### src/rtl/flashx_pkg.sv
package flashx_pkg;

   typedef enum logic [1:0] {
      PH_IDLE   = 2'd0,
      PH_READ   = 2'd1,
      PH_WPULSE = 2'd2,
      PH_WHOLD  = 2'd3
   } phase_t;

   function automatic int unsigned max3(input int unsigned a,
                                        input int unsigned b,
                                        input int unsigned c);
      int unsigned m;
      m = a;
      if (b > m) m = b;
      if (c > m) m = c;
      return m;
   endfunction

endpackage

### src/rtl/flashx_regs.sv
module flashx_regs #(
   parameter int unsigned REG_AW   = 8,
   parameter int unsigned REG_DW   = 32,
   parameter int unsigned ADDR_W   = 19,
   parameter int unsigned DATA_W   = 8,
   parameter int unsigned CMD_OFS  = 'h50,
   parameter int unsigned DATA_OFS = 'h54,
   parameter int unsigned DIR_BIT  = 24,
   parameter int unsigned GO_BIT   = 25
) (
   input  logic              clk,
   input  logic              rst_n,
   input  logic [REG_AW-1:0] reg_addr,
   input  logic              reg_wen,
   input  logic [REG_DW-1:0] reg_wdata,
   output logic [REG_DW-1:0] reg_rdata,
   input  logic              done,
   input  logic [DATA_W-1:0] cap_data,
   output logic              busy,
   output logic              is_read,
   output logic [ADDR_W-1:0] addr,
   output logic [DATA_W-1:0] data
);

   localparam logic [REG_AW-1:0] CMD_SEL  = REG_AW'(CMD_OFS);
   localparam logic [REG_AW-1:0] DATA_SEL = REG_AW'(DATA_OFS);

   logic hit_cmd;
   logic hit_data;
   logic unused_wbits;

   assign hit_cmd      = reg_wen && (reg_addr == CMD_SEL);
   assign hit_data     = reg_wen && (reg_addr == DATA_SEL);
   assign unused_wbits = ^reg_wdata;

   always_ff @(posedge clk or negedge rst_n) begin
      if (!rst_n) begin
         busy    <= 1'b0;
         is_read <= 1'b0;
         addr    <= '0;
         data    <= '0;
      end else if (done) begin
         busy <= 1'b0;
         if (is_read) data <= cap_data;
      end else if (!busy) begin
         if (hit_cmd) begin
            addr    <= reg_wdata[ADDR_W-1:0];
            is_read <= reg_wdata[DIR_BIT];
            busy    <= reg_wdata[GO_BIT];
         end
         if (hit_data) data <= reg_wdata[DATA_W-1:0];
      end
   end

   always_comb begin
      reg_rdata = '0;
      if (reg_addr == CMD_SEL) begin
         reg_rdata[ADDR_W-1:0] = addr;
         reg_rdata[DIR_BIT]    = is_read;
         reg_rdata[GO_BIT]     = busy;
      end else if (reg_addr == DATA_SEL) begin
         reg_rdata[DATA_W-1:0] = data;
      end
   end

endmodule

### src/rtl/flashx_seq.sv
module flashx_seq
   import flashx_pkg::*;
#(
   parameter int unsigned RD_CYC   = 3,
   parameter int unsigned WE_CYC   = 2,
   parameter int unsigned HOLD_CYC = 1
) (
   input  logic   clk,
   input  logic   rst_n,
   input  logic   busy,
   input  logic   is_read,
   input  logic   gnt,
   output phase_t phase,
   output logic   done
);

   localparam int unsigned MAXC  = max3(RD_CYC, WE_CYC, HOLD_CYC);
   localparam int unsigned CNT_W = (MAXC < 2) ? 1 : $clog2(MAXC);
   localparam logic [CNT_W-1:0] RD_LAST   = CNT_W'(RD_CYC - 1);
   localparam logic [CNT_W-1:0] WE_LAST   = CNT_W'(WE_CYC - 1);
   localparam logic [CNT_W-1:0] HOLD_LAST = CNT_W'(HOLD_CYC - 1);

   phase_t           ph_q, ph_d;
   logic [CNT_W-1:0] cnt_q, cnt_d;

   always_comb begin
      ph_d  = ph_q;
      cnt_d = cnt_q + CNT_W'(1);
      done  = 1'b0;
      unique case (ph_q)
         PH_IDLE: begin
            cnt_d = '0;
            if (busy && gnt) ph_d = is_read ? PH_READ : PH_WPULSE;
         end
         PH_READ: begin
            if (cnt_q == RD_LAST) begin
               ph_d  = PH_IDLE;
               cnt_d = '0;
               done  = 1'b1;
            end
         end
         PH_WPULSE: begin
            if (cnt_q == WE_LAST) begin
               ph_d  = PH_WHOLD;
               cnt_d = '0;
            end
         end
         PH_WHOLD: begin
            if (cnt_q == HOLD_LAST) begin
               ph_d  = PH_IDLE;
               cnt_d = '0;
               done  = 1'b1;
            end
         end
         default: begin
            ph_d  = PH_IDLE;
            cnt_d = '0;
         end
      endcase
   end

   always_ff @(posedge clk or negedge rst_n) begin
      if (!rst_n) begin
         ph_q  <= PH_IDLE;
         cnt_q <= '0;
      end else begin
         ph_q  <= ph_d;
         cnt_q <= cnt_d;
      end
   end

   assign phase = ph_q;

endmodule

### src/rtl/flashx_pins.sv
module flashx_pins
   import flashx_pkg::*;
#(
   parameter int unsigned ADDR_W    = 19,
   parameter int unsigned DATA_W    = 8,
   parameter bit          PARK_ADDR = 1'b1
) (
   input  phase_t            phase,
   input  logic [ADDR_W-1:0] addr,
   input  logic [DATA_W-1:0] wdata,
   output logic [ADDR_W-1:0] fl_addr,
   output logic              fl_cs_n,
   output logic              fl_rd_n,
   output logic              fl_wr_n,
   output logic [DATA_W-1:0] fl_dq_out,
   output logic              fl_dq_oe
);

   logic active;
   logic writing;

   assign active    = (phase != PH_IDLE);
   assign writing   = (phase == PH_WPULSE) || (phase == PH_WHOLD);
   assign fl_cs_n   = !active;
   assign fl_rd_n   = !(phase == PH_READ);
   assign fl_wr_n   = !(phase == PH_WPULSE);
   assign fl_dq_oe  = writing;
   assign fl_dq_out = writing ? wdata : '0;

   generate
      if (PARK_ADDR) begin : g_park
         assign fl_addr = active ? addr : '0;
      end else begin : g_hold
         assign fl_addr = addr;
      end
   endgenerate

endmodule

### src/rtl/flash_reg_engine.sv
module flash_reg_engine
   import flashx_pkg::*;
#(
   parameter int unsigned REG_AW    = 8,
   parameter int unsigned REG_DW    = 32,
   parameter int unsigned ADDR_W    = 19,
   parameter int unsigned DATA_W    = 8,
   parameter int unsigned CMD_OFS   = 'h50,
   parameter int unsigned DATA_OFS  = 'h54,
   parameter int unsigned DIR_BIT   = 24,
   parameter int unsigned GO_BIT    = 25,
   parameter int unsigned RD_CYC    = 3,
   parameter int unsigned WE_CYC    = 2,
   parameter int unsigned HOLD_CYC  = 1,
   parameter bit          PARK_ADDR = 1'b1
) (
   input  logic              clk,
   input  logic              rst_n,
   input  logic [REG_AW-1:0] reg_addr,
   input  logic              reg_wen,
   input  logic [REG_DW-1:0] reg_wdata,
   output logic [REG_DW-1:0] reg_rdata,
   output logic              fl_req,
   input  logic              fl_gnt,
   output logic [ADDR_W-1:0] fl_addr,
   output logic              fl_cs_n,
   output logic              fl_rd_n,
   output logic              fl_wr_n,
   output logic [DATA_W-1:0] fl_dq_out,
   output logic              fl_dq_oe,
   input  logic [DATA_W-1:0] fl_dq_in
);

   generate
      if (ADDR_W == 0 || ADDR_W > DIR_BIT) begin : g_bad_addr
         $error("flash_reg_engine: ADDR_W must be 1..DIR_BIT");
      end
      if (DIR_BIT == GO_BIT || GO_BIT >= REG_DW || DIR_BIT >= REG_DW) begin : g_bad_bits
         $error("flash_reg_engine: control bits overlap or exceed REG_DW");
      end
      if (DATA_W == 0 || DATA_W > REG_DW) begin : g_bad_data
         $error("flash_reg_engine: DATA_W out of range");
      end
      if (RD_CYC < 1 || WE_CYC < 1 || HOLD_CYC < 1) begin : g_bad_timing
         $error("flash_reg_engine: cycle counts must be at least 1");
      end
      if (CMD_OFS == DATA_OFS || CMD_OFS >= (1 << REG_AW) || DATA_OFS >= (1 << REG_AW)) begin : g_bad_ofs
         $error("flash_reg_engine: register offsets invalid");
      end
   endgenerate

   logic              busy_w;
   logic              isrd_w;
   logic [ADDR_W-1:0] addr_w;
   logic [DATA_W-1:0] data_w;
   logic              done_w;
   phase_t            phase_w;

   flashx_regs #(
      .REG_AW(REG_AW), .REG_DW(REG_DW), .ADDR_W(ADDR_W), .DATA_W(DATA_W),
      .CMD_OFS(CMD_OFS), .DATA_OFS(DATA_OFS), .DIR_BIT(DIR_BIT), .GO_BIT(GO_BIT)
   ) u_regs (
      .clk(clk), .rst_n(rst_n),
      .reg_addr(reg_addr), .reg_wen(reg_wen), .reg_wdata(reg_wdata),
      .reg_rdata(reg_rdata),
      .done(done_w), .cap_data(fl_dq_in),
      .busy(busy_w), .is_read(isrd_w), .addr(addr_w), .data(data_w)
   );

   flashx_seq #(
      .RD_CYC(RD_CYC), .WE_CYC(WE_CYC), .HOLD_CYC(HOLD_CYC)
   ) u_seq (
      .clk(clk), .rst_n(rst_n),
      .busy(busy_w), .is_read(isrd_w), .gnt(fl_gnt),
      .phase(phase_w), .done(done_w)
   );

   flashx_pins #(
      .ADDR_W(ADDR_W), .DATA_W(DATA_W), .PARK_ADDR(PARK_ADDR)
   ) u_pins (
      .phase(phase_w), .addr(addr_w), .wdata(data_w),
      .fl_addr(fl_addr), .fl_cs_n(fl_cs_n), .fl_rd_n(fl_rd_n),
      .fl_wr_n(fl_wr_n), .fl_dq_out(fl_dq_out), .fl_dq_oe(fl_dq_oe)
   );

   assign fl_req = busy_w;

endmodule

### config.mk
export PLATFORM = sky130hd
export DESIGN_NAME = flash_reg_engine
export DESIGN_NICKNAME = d
export VERILOG_FILES = /design/src/rtl/flashx_pkg.sv /design/src/rtl/flashx_regs.sv /design/src/rtl/flashx_seq.sv /design/src/rtl/flashx_pins.sv /design/src/rtl/flash_reg_engine.sv
export SDC_FILE = /design/constraint.sdc
export NUM_CORES = 1
export LEC_CHECK = 0
export ABC_AREA = 1
export BUFFER_PORTS_ARGS = -buffer_cell sky130_fd_sc_hd__buf_2
export CAP_MARGIN = 0
export CORE_UTILIZATION = 46
export DETAILED_ROUTE_END_ITERATION = 16
export PLACE_DENSITY = 0.78
export SLEW_MARGIN = 20
export SYNTH_ARGS = -nofsm -noshare
export SYNTH_HDL_FRONTEND = slang
export SYNTH_SLANG_ARGS = --single-unit
### constraint.sdc
create_clock -name clk -period 1.6 [get_ports clk]
set_input_delay 0.24 -clock clk [delete_from_list [all_inputs] [get_ports clk]]
set_output_delay 0.24 -clock clk [all_outputs]
set_load 0.02 [all_outputs]
==> metrics.txt, run 1 <==
fraction of layout cells with a size suffix above 1=0.329; FF-to-FF End=u_regs.addr[1]$_DFFE_PN0P_; VDD IR max=0.705 mV; HPWL after DPL=4430 microns; setup TNS=0 ns; Setup Skew=0.00179 ns; WL/cell=12.0 microns; top cells by count, synth=92 x nand2_1, 41 x inv_1, 39 x nor2_1; WS Path Type=register to output port; total clock sinks=33; synth top area cells=dfrtp_1 37%, nand2_1 15%, nand3_1 7.5%, inv_1 6.8%, nor2_1 6.5%; DR iter-0 viols=135; Critical Path End=fl_addr[5]; Max Freq=646 MHz; Synth Register Bits=33; H-tree lvl count=2; most used flip-flop cell after synthesis=dfrtp_1; Worst setup EP type=output port; drt total wl=5940 microns; number of max-cap violations=0; RD Place Congestion=0.949; Via density=4.82; Rows=25; synthesized area=2260 sq um; Mean Syn Cell Area=6.98 sq um; core area=4720 sq um; Post-synth EDFFs=0; Vias=2386; die footprint=5200 sq um; total global routing overflow=0; Power, Total=0.00396 W; total track usage=0.231; Post-DRT Antenna Nets=0; WP data required=1.36 ns; Skew-Pair Late Insertion Delay=0.28 ns; PortBufs=93; drt first pass iters=4; Startpoint Class=register; Async SR Flop Fraction=1.00; post-synth top area share=0.365; register area share after synthesis=0.365; CTS tree=done; largest area contributor in the netlist=dfrtp_1; LEAKAGE=1.70 nW; Post-Syn Instances=324; delay of the slowest cell on the worst path=0.47 ns; Yosys cell types=27; Slew Limit Fails=0; final hold violations=0; Hold Path Cell Cnt=3; Tcrit/Tclk final=0.968; DR DRC count=0; Root Buffer=clkbuf_8; ratio of total power to cell area=1330 nW/um^2; layout overhead on the synthesized area=31.8%; Worst Reg2Reg Path Length in Cells=9; count leader, synth=nand2_1; I/O pins=116; n_diodes=0; status=finished, final reports clean; slowest CP cell=dfrtp_2; largest net degree at the start of global routing=34; initial antenna violation count=0; total CTS buffers=5; Period minus WS final=1.55 ns; Initial Util=0.479; Reg2Reg Launch Point=u_seq.cnt_q[0]$_DFF_PN0_; layout net count=485; worst path arrival time=1.31 ns; vias in the first global route=2078; CTS clock-pin slew for the worst setup and hold paths=0.07 ns; CP max FO=21; first-pass GRT wire length=9360 microns; Final Setup Violations=0; crit path from=u_seq.phase[1]$_DFFE_PN0P_; critical path cell sequence=nor2_2 > buf_12 > nor2_1 > buf_2; setup slack, reg-to-reg=0.10 ns; worst min path class=input port to register; Die Ht=72.1 microns; DIE WIDTH=72.1 microns; clock tree buffer depth=2; Yosys warning count=0; Final Util=0.631
per-stage QoR:
| stage | cells | hold WS (ns) | area [sq um] | setup WS (ns) |
|---|---|---|---|---|
| final | 495 | 0.208 | 2980 | 0.0519 |
| after global routing | 495 | 0.212 | 2980 | -0.000246 |
| after CTS | 492 | 0.205 | 2930 | 0.00352 |
| after detailed placement | 482 | 0.289 | 2790 | -0.0372 |
| after global placement | 482 | 0.291 | 2790 | 0.0173 |
| after floorplan | 334 | -0.0556 | 2300 | 0.00541 |
worst min-delay path by stage:
| stage | startpoint | to | slack [ns] |
|---|---|---|---|
| after floorplan | rst_n | u_regs.addr[0]$_DFFE_PN0P_ | -0.06 |
| final | reg_wdata[9] | u_regs.addr[9]$_DFFE_PN0P_ | 0.21 |
| after global placement | rst_n | u_seq.cnt_q[0]$_DFF_PN0_ | 0.29 |
| after detailed placement | rst_n | u_seq.phase[0]$_DFFE_PN0P_ | 0.29 |
| after CTS | reg_wdata[9] | u_regs.addr[9]$_DFFE_PN0P_ | 0.21 |
| after global routing | reg_wdata[13] | u_regs.addr[13]$_DFFE_PN0P_ | 0.21 |
logic make-up (layout without fill, tap and decap cells):
logic type | after synthesis | in the layout | share of synthesized area
buffers and inverters | 72 | 166 | 0.157
AND/OR/NAND/NOR | 198 | 198 | 0.411
other | 1 | 11 | 0.00166
adder cells (fa/ha/maj) | 6 | 6 | 0.0332
AO/OA/AOI/OAI | 14 | 14 | 0.0321
flip-flops | 33 | 33 | 0.365
critical path: cells and delay by family (launching register included):
| kind | cells | cell delay [ns] |
|---|---|---|
| buffers and inverters | 2 | 0.32 |
| DFF | 1 | 0.47 |
| and+or+nand+nor | 2 | 0.23 |
final cells by class:
class / instances / area, sq um
multi-input cells: 229 / 1140
fillers: 449 / 1740
repair buffers: 114 / 638
clock inverters: 1 / 30.0
clock buffers: 7 / 86.3
inverters: 44 / 170
well taps: 67 / 83.8
flip-flops and latches: 33 / 828
routing by layer:
metal  part of all wire  track usage  wire, microns
met5                  0            0              0
met4             0.0088       0.0523             52
met3              0.077       0.0458            458
met2               0.50        0.393           2950
met1               0.42        0.305           2480
registers in the layout (all words and copies together) (netlist names):
register        cells
u_regs.addr        19
u_regs.busy         1
u_regs.data         8
u_regs.is_read      1
u_seq.cnt_q         2
u_seq.phase         2
timing repair:
item                                    in CTS  in global routing
resized for setup                            3                  9
buffers inserted                             1                  3
hold endpoints to repair                    33                  0
cloned                                       0                  0
hold buffers                                 1                  0
endpoints found under the setup margin      44                 53
power by group:
group | internal (W) | leakage (nW) | switching [W]
logic | 0.000732 | 1.22 | 0.00124
registers | 0.00101 | 0.421 | 0.000166
clock network | 0.000508 | 0.0585 | 0.000303
cells in the final DEF (no fill, tap or decap):
cell	n
bufinv_16	1
nor2_4	1
ha_1	4
nor2_2	2
dfrtp_2	2
nand3_1	34
nand3_4	2
buf_2	93
o21ai_1	6
nand2_1	92
clkbuf_1	1
ha_2	2
or2_0	1
o211ai_1	1
buf_12	1
nand3b_1	1
dfrtp_1	31
nand2_8	1
inv_4	2
nand3_2	2
a21oi_1	1
clkbuf_8	6
dlygate4sd3_1	1
nand2_4	3
nor2_1	38
nor2_8	1
conb_1	11
inv_1	39
inv_2	3
o21ai_0	6
nand4_1	20
buf_4	19
No activity file was read; power rests on OpenSTA's default activity.
==> run 2, diff against run 1 <==
--- a/config.mk
+++ b/config.mk
@@ -7,9 +7,9 @@
 export LEC_CHECK = 0
 export ABC_AREA = 1
 export BUFFER_PORTS_ARGS = -buffer_cell sky130_fd_sc_hd__buf_2
-export CAP_MARGIN = 0
 export CORE_UTILIZATION = 46
 export DETAILED_ROUTE_END_ITERATION = 16
+export MAX_ROUTING_LAYER = met4
 export PLACE_DENSITY = 0.78
 export SLEW_MARGIN = 20
 export SYNTH_ARGS = -nofsm -noshare
==> run 2 against run 1 <==
Against the previous run:
- non-clock buffer count is the same
- largest cell class unchanged
- fmax grew 2.1%
- design area shrank 0.59%
- hold slack gained 0.0013 ns
- clock power shrank 25%
- worst setup slack gained 0.031 ns
- wire length shrank 4.5%
- clock skew is essentially flat
- critical path depth grew 4
- register-to-register slack lost 0.02 ns
- first-iteration DRC count shrank 4.4%
- largest power group unchanged
==> metrics.txt, run 2 (synthesis results as in run 1) <==
Largest regs=u_regs.addr: 19 flops, u_regs.data: 8 flops; n_diodes=0; Skew-Pair Late Insertion Delay=0.28 ns; fraction of layout cells with a size suffix above 1=0.334; Via density=4.78; Filler cells=450; RD Place Congestion=0.944; clock tree buffer depth=2; final hold violations=0; Top reg by flops=u_regs.addr; first-pass GRT wire length=9050 microns; VDD IR max=0.610 mV; worst min path class=input port to register; DIE WIDTH=72.1 microns; Worst Reg2Reg Path Length in Cells=8; vias in the first global route=2012; WP data required=1.77 ns; largest net degree at the start of global routing=34; Tcrit/Tclk final=0.948; Die Ht=72.1 microns; HPWL after DPL=4290 microns; PortBufs=93; die footprint=5200 sq um; commonest non-fill, non-tap cell in the layout=buf_2; Period minus WS final=1.52 ns; initial antenna violation count=0; Reg2Reg Launch Point=u_seq.cnt_q[0]$_DFF_PN0_; Setup Skew=0.00155 ns; setup TNS=0 ns; core area=4720 sq um; worst path arrival time=1.69 ns; Worst setup EP type=register; Hold Path Cell Cnt=3; layout net count=485; Root Buffer=clkbuf_8; WS Path Type=register to register; Startpoint Class=register; setup slack, reg-to-reg=0.08 ns; drt total wl=5670 microns; placed instance count=482; drt first pass iters=4; Rows=25; fin cells=495; Vias=2366; Worst Hold Path EP=u_regs.addr[9]$_DFFE_PN0P_; CTS clock-pin slew for the worst setup and hold paths=0.07 ns; CP max FO=9; status=finished, final reports clean; number of max-cap violations=0; multi-input logic area=1130 sq um; Post-DRT Antenna Nets=0; DR iter-0 viols=129; total CTS buffers=5; hold_sp=reg_wdata[9]; WL/cell=11.5 microns; total global routing overflow=0; CTS tree=done; LEAKAGE=1.68 nW; total clock sinks=33; H-tree lvl count=2; Power, Total=0.00377 W; DR DRC count=0; crit path from=u_seq.cnt_q[0]$_DFF_PN0_; Worst Hold Slack=0.209 ns; Max Freq=659 MHz; ratio of total power to cell area=1270 nW/um^2; setup repair after global routing missed its margin=true; most frequent cells in the layout=93 x buf_2, 92 x nand2_1, 39 x inv_1; total track usage=0.230; Final Util=0.627; layout overhead on the synthesized area=31.0%; max reg flops=19; Reg area=828 sq um; FF-to-FF End=u_regs.data[6]$_DFFE_PN0P_; Final Setup Violations=0; Initial Util=0.479; I/O pins=116; Slew Limit Fails=0
-- run 2: cell types whose count changed in the layout (fill, tap and decap cells not counted), sizes merged --
| cell | previous run | this run |
|---|---|---|
| clkbuf | 7 | 6 |
| bufinv | 1 | 0 |
| clkinv | 0 | 2 |
-- run 2: cell type report --
type	count	area share
clock buffers	6	0.0245
inverters	44	0.0574
clock inverters	2	0.00338
repair buffers	114	0.224
multi-input cells	229	0.383
flip-flops and latches	33	0.280
well taps	67	0.0283
-- run 2: critical path, cell delays in order, from the launching register on --
cell     delay [ns]
dfrtp_1        0.43
inv_2          0.11
ha_2           0.22
nand3_4        0.08
buf_4          0.17
nand3_1        0.13
nand2_4        0.10
nand3_1        0.11
nand2_1        0.05
-- run 2: routing by layer --
| metal | GRT usage | share of wire |
|---|---|---|
| met4 | 0.0741 | 0.015 |
| met5 | - | 0 |
| met2 | 0.355 | 0.47 |
| met3 | 0.0431 | 0.058 |
| met1 | 0.307 | 0.46 |
-- run 2: metrics by stage --
| step | setup slack, ns | area [sq um] |
|---|---|---|
| 6_report | 0.0833 | 2960 |
| 5_1_grt | -0.0143 | 2960 |
| 3_5_place_dp | 0.00467 | 2820 |
| 4_1_cts | 0.00186 | 2920 |
| 3_3_place_gp | 0.0330 | 2820 |
| 2_1_floorplan | 0.00541 | 2300 |
-- run 2: report_power, final --
part	internal [W]	switching (W)
clock	0.000301	0.000303
sequential	0.00101	0.000161
combinational	0.000765	0.00124
total	0.00208	0.00170
-- run 2: worst max-delay path by stage --
| stage | end | cells past startpoint |
|---|---|---|
| after floorplan | reg_rdata[4] | 6 |
| after CTS | reg_rdata[4] | 7 |
| final | u_regs.data[6]$_DFFE_PN0P_ | 8 |
| after global routing | u_regs.data[6]$_DFFE_PN0P_ | 8 |
| after detailed placement | reg_rdata[4] | 7 |
| after global placement | reg_rdata[4] | 7 |
-- run 2: timing repair --
item / 4_1_cts / 5_1_grt
endpoints found under the hold margin: 33 / 0
hold buffers: 1 / 0
endpoints found under the setup margin: 23 / 65
gates resized for setup: 3 / 9
setup buffers: 0 / 4
